**config.mk**
```make
export PLATFORM = sky130hd
export DESIGN_NAME = pll_holdover_ctrl
export DESIGN_NICKNAME = d
export VERILOG_FILES = /design/src/rtl/holdover_pkg.sv /design/src/rtl/hold_lock_edge.sv /design/src/rtl/hold_ref_pick.sv /design/src/rtl/hold_relock_timer.sv /design/src/rtl/hold_fsm.sv /design/src/rtl/pll_holdover_ctrl.sv
export SDC_FILE = /design/constraint.sdc
export NUM_CORES = 1
export LEC_CHECK = 0
export BUFFER_PORTS_ARGS = -buffer_cell sky130_fd_sc_hd__buf_4
export CORE_AREA = 2 2 39 41
export CTS_BUF_LIST = sky130_fd_sc_hd__clkbuf_8
export DETAILED_ROUTE_END_ITERATION = 12
export DIE_AREA = 0 0 41 43
export SLEW_MARGIN = 10
export SYNTH_ARGS = -nofsm -noshare
export SYNTH_HDL_FRONTEND = slang
export SYNTH_SLANG_ARGS = --single-unit
```
**constraint.sdc**
```tcl
create_clock -name clk -period 1.9 [get_ports clk]
set_clock_uncertainty 0.2 [all_clocks]
set_input_delay 0.38 -clock clk [delete_from_list [all_inputs] [get_ports clk]]
set_output_delay 0.38 -clock clk [all_outputs]
set_load 0.05 [all_outputs]
```
**src/rtl/holdover_pkg.sv**
```systemverilog
package holdover_pkg;

    typedef enum logic [1:0] {
        ST_ARMED  = 2'd0,
        ST_HOLD   = 2'd1,
        ST_RELOCK = 2'd2
    } hold_state_t;

endpackage

```
**src/rtl/hold_lock_edge.sv**
```systemverilog
// Detects the falling edge of the lock flag and qualifies it with the
// lock-detect level seen in that same cycle.
module hold_lock_edge (
    input  logic clk,
    input  logic rst_n,
    input  logic dld,
    input  logic ld_level,
    input  logic ld_cmp_en,
    output logic fall_qual
);

    logic dld_q;
    logic ld_eff;

    // Cleared at reset: no fall can be seen until lock has been high once.
    always_ff @(posedge clk) begin
        if (!rst_n) begin
            dld_q <= 1'b0;
        end else begin
            dld_q <= dld;
        end
    end

    // With the comparator off, the level is taken as high.
    always_comb begin
        ld_eff = ld_cmp_en ? ld_level : 1'b1;
    end

    always_comb begin
        fall_qual = dld_q && !dld && ld_eff;
    end

    AST_QUAL_NEEDS_LOCK_LOW: assert property (@(posedge clk) disable iff (!rst_n)
        fall_qual |-> (!dld && $past(dld)));

endmodule

```
**src/rtl/hold_ref_pick.sv**
```systemverilog
// Picks the strobe of the selected reference; out-of-range selects give none.
module hold_ref_pick #(
    parameter int NUM_REFS = 3,
    parameter int SEL_W    = 2
) (
    input  logic [NUM_REFS-1:0] ref_edge,
    input  logic [SEL_W-1:0]    ref_sel,
    output logic                ref_strobe
);

    logic [NUM_REFS-1:0] hit;

    for (genvar gi = 0; gi < NUM_REFS; gi++) begin : g_hit
        assign hit[gi] = ref_edge[gi] && (ref_sel == SEL_W'(gi));
    end

    assign ref_strobe = |hit;

endmodule

```
**src/rtl/hold_relock_timer.sv**
```systemverilog
// Counts consecutive lock-high cycles while relocking; any low cycle restarts.
module hold_relock_timer #(
    parameter int CLEAN_CYC = 4
) (
    input  logic clk,
    input  logic rst_n,
    input  logic run,
    input  logic dld,
    output logic clean_done
);

    localparam int CNT_W = (CLEAN_CYC > 1) ? $clog2(CLEAN_CYC + 1) : 1;
    localparam logic [CNT_W-1:0] LAST = CNT_W'(CLEAN_CYC - 1);

    logic [CNT_W-1:0] cnt_q;

    always_comb begin
        clean_done = run && dld && (cnt_q == LAST);
    end

    always_ff @(posedge clk) begin
        if (!rst_n) begin
            cnt_q <= '0;
        end else if (!run || !dld || clean_done) begin
            cnt_q <= '0;
        end else begin
            cnt_q <= cnt_q + 1'b1;
        end
    end

    AST_CNT_IN_WINDOW: assert property (@(posedge clk) disable iff (!rst_n)
        cnt_q <= LAST);
    AST_CHATTER_RESTARTS: assert property (@(posedge clk) disable iff (!rst_n)
        (run && !dld) |=> (cnt_q == '0));

endmodule

```
**src/rtl/hold_fsm.sv**
```systemverilog
// Holdover state machine: state register, next-state logic, registered outputs.
module hold_fsm
    import holdover_pkg::*;
(
    input  logic clk,
    input  logic rst_n,
    input  logic pll_en,
    input  logic fall_qual,
    input  logic ref_strobe,
    input  logic clean_done,
    output logic relock_run,
    output logic cp_hiz,
    output logic bcnt_rst,
    output logic hold_busy
);

    hold_state_t state_q;
    hold_state_t state_d;
    logic        release_ev;

    always_comb begin
        state_d    = state_q;
        release_ev = 1'b0;
        if (!pll_en) begin
            state_d = ST_ARMED;                         // any_to_arm
        end else begin
            unique case (state_q)
                ST_ARMED: begin
                    if (fall_qual) state_d = ST_HOLD;   // arm_to_hold
                end
                ST_HOLD: begin
                    if (ref_strobe) begin
                        state_d    = ST_RELOCK;         // hold_to_relock
                        release_ev = 1'b1;
                    end
                end
                ST_RELOCK: begin
                    if (clean_done) state_d = ST_ARMED; // relock_to_arm
                end
                default: state_d = ST_ARMED;
            endcase
        end
    end

    always_ff @(posedge clk) begin
        if (!rst_n) begin
            state_q <= ST_ARMED;
        end else begin
            state_q <= state_d;
        end
    end

    always_ff @(posedge clk) begin
        if (!rst_n) begin
            cp_hiz    <= 1'b0;
            bcnt_rst  <= 1'b0;
            hold_busy <= 1'b0;
        end else begin
            cp_hiz    <= (state_d == ST_HOLD);
            bcnt_rst  <= release_ev;
            hold_busy <= (state_d != ST_ARMED);
        end
    end

    assign relock_run = (state_q == ST_RELOCK);

    AST_ENTRY_QUALIFIED: assert property (@(posedge clk) disable iff (!rst_n)
        $rose(cp_hiz) |-> $past(fall_qual));
    AST_RELEASE_WITH_BRST: assert property (@(posedge clk) disable iff (!rst_n)
        ($fell(cp_hiz) && $past(pll_en)) |-> bcnt_rst);
    AST_BRST_ONE_CYCLE: assert property (@(posedge clk) disable iff (!rst_n)
        bcnt_rst |=> !bcnt_rst);
    AST_DISABLED_DRIVES: assert property (@(posedge clk) disable iff (!rst_n)
        !pll_en |=> (!cp_hiz && !bcnt_rst));
    AST_NO_RETRIGGER: assert property (@(posedge clk) disable iff (!rst_n)
        (state_q == ST_RELOCK) |=> (state_q != ST_HOLD));
    AST_BUSY_WITH_HIZ: assert property (@(posedge clk) disable iff (!rst_n)
        cp_hiz |-> hold_busy);

endmodule

```
**src/rtl/pll_holdover_ctrl.sv**
```systemverilog
module pll_holdover_ctrl #(
    parameter int NUM_REFS  = 3,
    parameter int CLEAN_CYC = 4,
    localparam int SEL_W    = (NUM_REFS > 1) ? $clog2(NUM_REFS) : 1
) (
    input  logic                clk,
    input  logic                rst_n,
    input  logic                pll_en,
    input  logic                dld,
    input  logic                ld_level,
    input  logic                ld_cmp_en,
    input  logic [NUM_REFS-1:0] ref_edge,
    input  logic [SEL_W-1:0]    ref_sel,
    output logic                cp_hiz,
    output logic                bcnt_rst,
    output logic                hold_busy
);

    logic fall_qual;
    logic ref_strobe;
    logic relock_run;
    logic clean_done;

    hold_lock_edge u_edge (
        .clk       (clk),
        .rst_n     (rst_n),
        .dld       (dld),
        .ld_level  (ld_level),
        .ld_cmp_en (ld_cmp_en),
        .fall_qual (fall_qual)
    );

    hold_ref_pick #(
        .NUM_REFS (NUM_REFS),
        .SEL_W    (SEL_W)
    ) u_pick (
        .ref_edge   (ref_edge),
        .ref_sel    (ref_sel),
        .ref_strobe (ref_strobe)
    );

    hold_relock_timer #(
        .CLEAN_CYC (CLEAN_CYC)
    ) u_timer (
        .clk        (clk),
        .rst_n      (rst_n),
        .run        (relock_run),
        .dld        (dld),
        .clean_done (clean_done)
    );

    hold_fsm u_fsm (
        .clk        (clk),
        .rst_n      (rst_n),
        .pll_en     (pll_en),
        .fall_qual  (fall_qual),
        .ref_strobe (ref_strobe),
        .clean_done (clean_done),
        .relock_run (relock_run),
        .cp_hiz     (cp_hiz),
        .bcnt_rst   (bcnt_rst),
        .hold_busy  (hold_busy)
    );

endmodule

```
# Word-level counts from Yosys, hierarchy flattened

Index checks and enable logic that the tools add are counted.

Register bits after elaboration: 9
Bits in latches: 0
Memory bits (writable): 0
Memory bits (read-only): 0
Input bits: 11
Output and inout bits: 3
Memories: 0

Add/sub/neg operators: 1
Multipliers: 0
Divide/modulo/power cells: 0
Order comparisons: 0
Equal/unequal tests: 6
Shift operators: 0
Muxes and demuxes: 7
Bitwise operators: 1
Reductions and logical operators: 17

Operators with widths:

| cell                  | number |
|---|---|
| $mux W2               | 4 |
| $logic_and A1 B1 Y1   | 7 |
| $eq A2 B1 Y1 const B  | 3 |
| $pmux W2 S3           | 1 |
| $eq A2 B2 Y1 const B  | 2 |
| $logic_not A2 Y1      | 2 |
| $add A3 B1 Y3 const B | 1 |
| $eq A3 B2 Y1 const B  | 1 |
| $reduce_and A3 Y1     | 1 |
| $reduce_or A3 Y1      | 1 |
| $logic_not A1 Y1      | 2 |
| $logic_or A1 B1 Y1    | 2 |
| $mux W1               | 2 |
| $reduce_bool A2 Y1    | 1 |
| $reduce_or A2 Y1      | 1 |
| $not A1 Y1            | 1 |

# Logic depth before layout (Yosys ltp)

Gate-level depths: netlist (run 1).

Depth in word-level cells: 7
Gate-level depth with buffers: 5

# By module

From an unflattened synthesis (run 1), not the netlist that was laid out.

Cells, all modules: 36
Area, all modules: 385.4 µm²

Modules (own cells, without submodules):

| module            | times used | cells an instance | area an instance (µm²) | seq. area each (µm²) |
|---|---|---|---|---|
| hold_fsm          | 1          | 17                | 175.2                  | 100.1 |
| hold_relock_timer | 1          | 12                | 135.1                  | 60.1 |
| hold_lock_edge    | 1          | 4                 | 52.6                   | 20.0 |
| hold_ref_pick     | 1          | 3                 | 22.5                   | 0.0 |

# Least setup slack after synthesis (run 1)

Ideal clock, no wire load.

Path type: input port to flip-flop
Start point: input ref_sel[1]
End point: register u_fsm.cp_hiz
Arrival: 1.134 ns
Data required time: 1.626 ns
Setup slack: 0.492 ns
Stages: 3
Path buffers: 0
Cells stage by stage: mux2_4 -> a2111o_1 -> o21ai_0

Cells in the longest elaborated chain, start to end: 7

Ends and longest elaborated chain:

| what                                       | line                    | text |
|---|---|---|
| start, declared                            | pll_holdover_ctrl.sv:13 | `input logic [SEL_W-1:0] ref_sel,` |
| $eq A2 B1 Y1, or another cell as far along | hold_ref_pick.sv:14     | `assign hit[gi] = ref_edge[gi] && (ref_sel == SEL_W'(gi));` |
| $logic_and A1 B1 Y1                        | hold_ref_pick.sv:14     |  |
| $reduce_or A3 Y1 (*)                       | hold_ref_pick.sv:17     | `assign ref_strobe = \|hit;` |
| $mux W2 (*)                                | hold_fsm.sv:32          | `if (ref_strobe) begin` |
| $pmux W2 S3 (*)                            | hold_fsm.sv:27          | `unique case (state_q)` |
| $mux W2 (*)                                | hold_fsm.sv:24          | `if (!pll_en) begin` |
| $eq A2 B1 Y1 (*)                           | hold_fsm.sv:59          | `cp_hiz <= (state_d == ST_HOLD);` |
| end signal, assigned                       | hold_fsm.sv:59          |  |
| end, declared                              | hold_fsm.sv:12          | `output logic cp_hiz,` |

Mark *: on every way between the ends. The rest lies on a longest branch, timed or not.
A chain may end at the register's enable or synchronous reset.

# Worst setup path after layout (run 1)

Start point: register u_timer.cnt_q[0]
End point: register u_fsm.state_q[1]

Cells in the longest elaborated chain, start to end: 5

Ends and longest elaborated chain:

| what                   | line                    | text |
|---|---|---|
| start, declared        | hold_relock_timer.sv:15 | `logic [CNT_W-1:0] cnt_q;` |
| start signal, assigned | hold_relock_timer.sv:27 | `cnt_q <= cnt_q + 1'b1;` |
| $eq A3 B2 Y1           | hold_relock_timer.sv:18 | `clean_done = run && dld && (cnt_q == LAST);` |
| $logic_and A1 B1 Y1    | hold_relock_timer.sv:18 |  |
| $mux W2                | hold_fsm.sv:38          | `if (clean_done) state_d = ST_ARMED;` |
| $pmux W2 S3            | hold_fsm.sv:27          |  |
| $mux W2                | hold_fsm.sv:24          |  |
| end signal, assigned   | hold_fsm.sv:49          | `state_q <= state_d;` |
| end, declared          | hold_fsm.sv:17          | `hold_state_t state_q;` |

Every way passes these cells.

==> results of run 1 <==
-- logic make-up after synthesis --
logic type | Yosys count | share of synthesized area
AOI/OAI and AO/OA | 8 | 0.149
adders and majority gates | 2 | 0.0692
buffers and inverters | 4 | 0.0415
DFF | 9 | 0.498
muxes | 1 | 0.0415
and+or+nand+nor | 13 | 0.201
-- how the worst max path moves through the flow --
stage,slack (ns),depth (start not counted),from,endpoint
2_1_floorplan,0.49,3,ref_sel[1],u_fsm.cp_hiz
3_5_place_dp,0.34,4,ref_sel[1],u_fsm.cp_hiz
3_3_place_gp,0.35,4,ref_sel[1],u_fsm.cp_hiz
6_report,0.50,5,u_timer.cnt_q[0],u_fsm.state_q[1]
4_1_cts,0.51,5,u_timer.cnt_q[0],u_fsm.state_q[1]
5_1_grt,0.41,5,u_timer.cnt_q[0],u_fsm.state_q[1]
-- routing by layer --
| metal | GRT usage | wire (um) | up-vias |
|---|---|---|---|
| met5 | 0 | 0 | - |
| met4 | 0.0800 | 13 | 0 |
| met3 | 0.0314 | 57 | 2 |
| met2 | 0.131 | 288 | 15 |
| met1 | 0.105 | 265 | 129 |
| li1 | - | - | 163 |
-- final cells by class --
cell class,count,share of cell area
Sequential cell,9,0.344
Clock buffer,3,0.0788
Clock inverter,1,0.00716
Timing Repair Buffer,13,0.186
Inverter,4,0.0286
Tap cell,16,0.0382
Multi-Input combinational cell,24,0.317
-- registers in the layout, summed over array words and instances, names as in the netlist --
name / cells
u_fsm.hold_busy: 1
u_edge.dld_q: 1
u_timer.cnt_q: 3
u_fsm.bcnt_rst: 1
u_fsm.state_q: 2
u_fsm.cp_hiz: 1
-- cell usage after synthesis (all sizes together) --
| library cell | count |
|---|---|
| nand3b | 1 |
| dfxtp | 9 |
| nor2 | 3 |
| mux2 | 1 |
| nor3 | 1 |
| and3b | 1 |
| inv | 4 |
| a21oi | 1 |
| nand2b | 1 |
| nand2 | 3 |
| a211oi | 1 |
| a2111o | 1 |
| o21ai | 3 |
| nor2b | 1 |
| a221oi | 1 |
| ha | 2 |
| and2 | 1 |
| a31oi | 1 |
| nor4b | 1 |
-- layout by cell type (no fill, tap or decap), drive strengths merged --
cell	instances
and2	1
a2111o	1
nand2b	1
clkbuf	3
dfxtp	9
nand2	3
nor2b	1
nand3b	1
a31oi	1
inv	5
buf	13
and3b	1
a221oi	1
o21ai	3
a21oi	1
nor4b	1
nor2	3
a211oi	1
mux2	1
ha	2
nor3	1
-- power groups by stage --
stage | clock (W) | sequential (W) | combinational [W]
after floorplan | 0 | 0.000199 | 0.0000131
after global placement | 0 | 0.000196 | 0.0000359
after detailed placement | 0 | 0.000196 | 0.0000362
after CTS | 0.000218 | 0.000193 | 0.0000362
after global routing | 0.000227 | 0.000193 | 0.0000401
final | 0.000212 | 0.000193 | 0.0000361
-- critical path: cells and delay by family, from the launching register on --
| kind | cells | cell delay (ns) |
|---|---|---|
| DFF | 1 | 0.33 |
| adders and majority gates | 2 | 0.30 |
| AOI/OAI and AO/OA | 2 | 0.38 |
| and+or+nand+nor | 1 | 0.07 |
-- through the flow --
stage | hold WS, ns | cells
2_1_floorplan | 0.199 | 37
3_3_place_gp | 0.210 | 66
3_5_place_dp | 0.228 | 66
4_1_cts | 0.192 | 70
5_1_grt | 0.215 | 70
6_report | 0.195 | 70
==> metrics, run 1 <==
status=finished, final reports clean; core region area=1380 um^2; synth unique cells=20; later-pin clock latency in the skew report=0.23 ns; critical path arrival=1.30 ns; Leakage=0.234 nW; placed cell area=479 um^2; RR Startpoint=u_timer.cnt_q[0]; Total Power=0.000441 W; HP Start=rst_n; die area=1760 um^2; GRT Resource Usage Total=0.0928; R2R Setup Slk=0.50 ns; worst slack, placed=0.340 ns; GPL Wtd Cong=0.621; I/O pin count=14; clk sinks=9; detailed-route vias per instance=4.41; max_cap viols=0; hold path depth=2; CTS tree=yes; synthesized area=362 um^2; Initial Util=0.261; die width=41 um; fin crit period=1.40 ns; Slew @ Worst Pin=0.251 ns; Peak VDD IR=0.336 mV; WS Path Type=flip-flop to flip-flop; multi-input logic area=166 um^2; drt drc=0; Clock Path Buffers=2; largest net degree at the start of global routing=7; DRT Pass-1 Iters=4; CP Launch Type=flip-flop; Max Fanout on Critical Path=2; FP Rows=14; CTS resizes=0; combinational group share of total power=0.082; NumNets Final=68; first-pass GRT wire length=1.09 mm; Hold Violations, Final=0; Design Area, Final=524 um^2; CTS Hold Bufs=0; Slew Viols, Final=0; Vias=309; FF-to-FF path depth=5; register bit count reported by yosys=9; Max Clk Rate=717 MHz; Worst EP required=1.81 ns; RSZ-0062 raised after global routing=false; sw power=0.0000871 W; cell taking the most area after synthesis=dfxtp_1; Tcrit/Tclk final=0.734; average cell area after synthesis=9.77 um^2; sequential fraction of the synthesis area=0.498; register share of total power=0.438; filler cell count=138; Area contributors post-synth=dfxtp_1 50%, ha_1 6.9%, inv_1 4.2%; WL final=626 um; switching share of total power=0.198; crit path max-delay cell type=dfxtp_1; sequential cell area=180 um^2; input/output buffers=13; Worst path max stage delay=0.33 ns; post-layout util=0.379; Clk pwr share=0.480; Post-DRT Antenna Nets=0; Wirelength per Cell=8.94 um; share of the synthesized area in the top cell type=0.498; initial antenna violation count=0; number of global-route vias before repair=314; ANT cells=0; P per Cell Area=841 nW/um^2; critical-path cell list=ha_1, ha_1, nand2_1, a221oi_1, a211oi_1; layout cell share with drive strength beyond 1=0.333; Clk pin slew, worst setup/hold paths=0.04 ns; end of the worst register-to-register path=u_fsm.state_q[1]; worst hold endpoint=u_edge.dld_q; H-Tree Depth=1; Num CTS Buffers=3; setup_tns=0 ns; Area Overhead vs Synth=45.0%; drt initial violations=4; Critical Path Sink Type=flip-flop; Post-CTS Setup Repair Bufs=0; most frequent CP cell=ha_1; CTS root buf=clkbuf_8; dpl hpwl=506 um; die height=43 um; Final setup viols=0; final worst setup slack=0.505 ns; yosys warns=0; grt ovf=0; max_slew headroom=0.830; Hold WC Path Type=input port to flip-flop; Pint=0.000354 W; Mapped Nets=50; Mapped Cells=37
No activity file was read; power rests on OpenSTA's default activity.
==> run 2, diff against run 1 <==
Settings changed: ABC_AREA from default to 1.
Clock period 1.9 ns to 1.5 ns, I/O delays scaled along.
==> metrics, run 2 <==
critical path arrival=1.18 ns; register with the most flip-flops=u_timer.cnt_q; Worst EP required=1.43 ns; Initial Util=0.285; Hold Violations, Final=0; drt initial violations=0; Post-synth EDFFs=0; die area=1760 um^2; Area Overhead vs Synth=41.3%; CP Launch Type=flip-flop; core region area=1380 um^2; most common cell after layout, fill and taps aside=inv_1; later-pin clock latency in the skew report=0.23 ns; Slew @ Worst Pin=0.145 ns; GR Util met2=0.141; register bit count reported by yosys=9; CTS Hold Bufs=0; GPL Wtd Cong=0.691; first-pass GRT wire length=1.04 mm; max reg flops=3; Peak VDD IR=0.632 mV; WL final=609 um; CTS root buf=clkbuf_8; Hold WC Path Type=input port to flip-flop; I/O pin count=14; initial antenna violation count=0; Mapped Cells=54; Slew Viols, Final=0; max_slew headroom=0.904; sequential fraction of the synthesis area=0.457; Max Clk Rate=801 MHz; FP Rows=14; Design Area, Final=557 um^2; input/output buffers=13; grt ovf=0; placed cell area=512 um^2; cell taking the most area after synthesis=dfxtp_1; Clock Path Buffers=2; Mapped Nets=67; number of global-route vias before repair=303; CTS tree=yes; Largest regs=u_timer.cnt_q (3), u_fsm.state_q (2); Max Fanout on Critical Path=2; largest net degree at the start of global routing=6; GRT Resource Usage Total=0.0935; Synth async-reset ratio=0; dpl hpwl=509 um; synth unique cells=12; H-Tree Depth=1; ANT cells=0; NumNets Final=85; detailed-route vias per instance=4.07; Tcrit/Tclk final=0.833; met3 Usage GRT=0.0314; Vias=354; top_reg_cell synth=dfxtp_1; layout cell share with drive strength beyond 1=0.310; CTS resizes=0; worst slack, placed=0.238 ns; share of the synthesized area in the top cell type=0.457; critical-path cell list=ha_1, ha_1, inv_1, o21ai_1, nand2_1, nand2_2, nand2_2; Worst path max stage delay=0.32 ns; Clk pin slew, worst setup/hold paths=0.04 ns; setup_tns=0 ns; Num CTS Buffers=3; drt drc=0; Area contributors post-synth=dfxtp_1 46%, inv_1 14%, nand3_1 7.6%; met1 Usage GRT=0.0871; status=finished, final reports clean; final hold slack=0.0811 ns; RSZ-0062 raised after global routing=false; final worst setup slack=0.251 ns; Post-DRT Antenna Nets=0; Worst path top cell family by delay=flip-flops; P per Cell Area=1010 nW/um^2; Leakage=0.323 nW; yosys warns=0; Final setup viols=0; synthesized area=394 um^2; Most Crowded Layer GR=met2; crit path max-delay cell type=dfxtp_1; fin crit period=1.25 ns; WS Path Type=flip-flop to flip-flop; Synth top cells by count=15 x inv_1, 9 x dfxtp_1, 8 x nand2_1, 6 x nand3_1, 6 x nor2_1; most frequent cells in the layout=16 x inv_1, 13 x buf_4, 9 x dfxtp_1; Wirelength per Cell=7.00 um; clk sinks=9; worst path bufs/invs=1; Post-CTS Setup Repair Bufs=0; DRT Pass-1 Iters=1; average cell area after synthesis=7.30 um^2; max_cap viols=0; top-count cell post-synth=inv_1; die height=43 um; die width=41 um; Critical Path Sink Type=flip-flop
==> run 2: changes by cell type after synthesis, moves of 2 or more <==
cell and change:
nor2_1 +3, nand3_1 +6, nand2_1 +5, inv_1 +11
o21ai_0 -2, nand2_2 +3
==> run 2: cell type report <==
class / count / area, um^2
inverter: 16 / 60.1
tap: 16 / 20.0
multi-input combinational: 29 / 154
clock inverter: 1 / 3.75
fill: 149 / 827
timing repair buffer: 13 / 97.6
clock buffer: 3 / 41.3
sequential: 9 / 180
==> run 2: cell families (layout without fill, tap and decap cells) <==
kind of cell,Yosys count,after routing,synth area share
simple gates,26,26,0.314
flops,9,9,0.457
fa+ha+maj,2,2,0.0635
compound gates,1,1,0.0127
buf+inv,16,33,0.152
==> run 2: routing by layer <==
metal	share of wire	vias up
li1	-	192
met1	0.40	149
met2	0.48	11
met3	0.087	2
met4	0.031	0
met5	0	-
==> run 2: worst paths after layout <==
path	end	cells after the start	start	slack, ns
max reg2reg	u_fsm.hold_busy	7	u_timer.cnt_q[0]	0.25
min reg2reg	u_timer.cnt_q[0]	1	u_timer.cnt_q[0]	0.22
min	u_edge.dld_q	3	dld	0.08
max	u_fsm.hold_busy	7	u_timer.cnt_q[0]	0.25
==> run 2: where the power goes <==
group / internal (W) / switching (W) / leakage, nW
sequential: 0.000243 / 0.000000938 / 0.0729
combinational: 0.0000253 / 0.0000221 / 0.224
clock: 0.000178 / 0.0000920 / 0.0269
==> run 2: worst register-to-register path, stage by stage (launching register included) <==
cell     delay (ns)
dfxtp_1        0.32
ha_1           0.15
ha_1           0.13
inv_1          0.04
o21ai_1        0.12
nand2_1        0.07
nand2_2        0.07
nand2_2        0.04
==> run 2: stage by stage <==
| step | util | total power (W) | cells |
|---|---|---|---|
| 3_3_place_gp | 0.370 | 0.000296 | 83 |
| 2_1_floorplan | - | 0.000270 | 54 |
| 3_5_place_dp | 0.370 | 0.000297 | 83 |
| 4_1_cts | 0.402 | 0.000575 | 87 |
| 6_report | 0.402 | 0.000561 | 87 |
| 5_1_grt | 0.402 | 0.000589 | 87 |
==> run 3, diff against run 2 <==
Clock period 1.5 ns to 1.23 ns, I/O delays scaled along.
==> metrics, run 3 (synthesis results as in run 2) <==
GPL Wtd Cong=0.692; die height=43 um; Design Area, Final=592 um^2; most frequent cells in the layout=15 x inv_1, 14 x buf_4, 8 x nand2_1; Vias=361; FP Rows=14; number of global-route vias before repair=312; DRT Pass-1 Iters=2; Critical Path Sink Type=flip-flop; initial antenna violation count=0; Initial Util=0.285; non-filler instance count after layout=88; Post-DRT Antenna Nets=0; register with the most flip-flops=u_timer.cnt_q; WS Path Type=flip-flop to flip-flop; P per Cell Area=1150 nW/um^2; Num CTS Buffers=3; Clk pin slew, worst setup/hold paths=0.04 ns; Slew @ Worst Pin=0.147 ns; filler cell count=146; die width=41 um; Worst EP required=1.15 ns; Hold Violations, Final=0; placed insts=83; H-Tree Depth=1; input/output buffers=13; clk sinks=9; Slew Viols, Final=0; Wirelength per Cell=8.35 um; CP Launch Type=flip-flop; max_cap viols=0; GRT Resource Usage Total=0.0967; final worst setup slack=-0.0224 ns; detailed-route vias per instance=4.10; Max Fanout on Critical Path=2; fin crit period=1.25 ns; die area=1760 um^2; failing checks=setup timing; first-pass GRT wire length=1.15 mm; dpl hpwl=541 um; Tcrit/Tclk final=1.02; Max Clk Rate=798 MHz; drt initial violations=5; CTS Hold Bufs=0; critical path arrival=1.17 ns; final hold slack=0.0443 ns; Largest regs=u_timer.cnt_q (3), u_fsm.state_q (2); max reg flops=3; NumNets Final=86; R2R Setup Slk=-0.02 ns; Peak VDD IR=0.621 mV; ANT cells=0; worst slack, placed=-0.0296 ns; CTS tree=yes; later-pin clock latency in the skew report=0.23 ns; core region area=1380 um^2; RSZ-0062 raised after global routing=true; Clock Path Buffers=2; Final setup viols=2; grt ovf=0; layout cell share with drive strength beyond 1=0.389; status=finished, violations left; Hold WC Path Type=input port to flip-flop; max_slew headroom=0.903; Area Overhead vs Synth=50.2%; Leakage=0.328 nW; most common cell after layout, fill and taps aside=inv_1; post-layout util=0.428; CTS root buf=clkbuf_8; WL final=735 um; largest net degree at the start of global routing=6; drt drc=0; placed cell area=512 um^2; I/O pin count=14
run 3: cell count changes in the layout (fill, tap and decap cells not counted), sizes merged:
cell	before	now
buf	13	14
run 3: layout make-up:
| class | count | area (um^2) | area share |
|---|---|---|---|
| clock buffer | 3 | 41.3 | 0.0698 |
| multi-input combinational | 29 | 179 | 0.302 |
| sequential | 9 | 183 | 0.309 |
| inverter | 16 | 60.1 | 0.101 |
| timing repair buffer | 14 | 105 | 0.178 |
| tap | 16 | 20.0 | 0.0338 |
| clock inverter | 1 | 3.75 | 0.00634 |
run 3: repair_timing:
item | in CTS | in global routing
resized for setup | 4 | 3
setup endpoints to repair | 2 | 5
pin swaps | 3 | 3
buffers inserted | 0 | 1
run 3: per-layer routing:
| layer | GRT usage | vias up | wire (um) |
|---|---|---|---|
| li1 | - | 194 | - |
| met1 | 0.0909 | 157 | 271 |
| met2 | 0.175 | 10 | 400 |
| met3 | 0.0314 | 0 | 63 |
| met4 | 0.0400 | 0 | 0 |
| met5 | 0 | - | 0 |
run 3: where the power goes:
group          internal [W]  switching (W)
clock network      0.000217       0.000109
logic             0.0000310      0.0000280
registers          0.000297     0.00000120
run 3: worst paths after layout:
check,from,end,cells after the start
worst max-delay path,u_timer.cnt_q[0],u_fsm.state_q[1],7
worst min-delay path,dld,u_edge.dld_q,3
worst max register to register,u_timer.cnt_q[0],u_fsm.state_q[1],7
worst min register to register,u_timer.cnt_q[0],u_timer.cnt_q[0],2
run 3: per-stage QoR:
| stage | power, W | setup TNS [ns] |
|---|---|---|
| after floorplan | 0.000329 | 0 |
| after global placement | 0.000362 | 0 |
| after detailed placement | 0.000362 | -0.0565 |
| after CTS | 0.000693 | -0.000724 |
| after global routing | 0.000717 | -0.206 |
| final | 0.000682 | -0.0422 |
run 3: worst max-delay path, stage by stage (launching register included):
cell and delay, ns:
dfxtp_2 0.34, ha_4 0.15, ha_4 0.12, inv_2 0.03
o21ai_1 0.12, nand2_1 0.07, nand2_2 0.07, inv_1 0.04
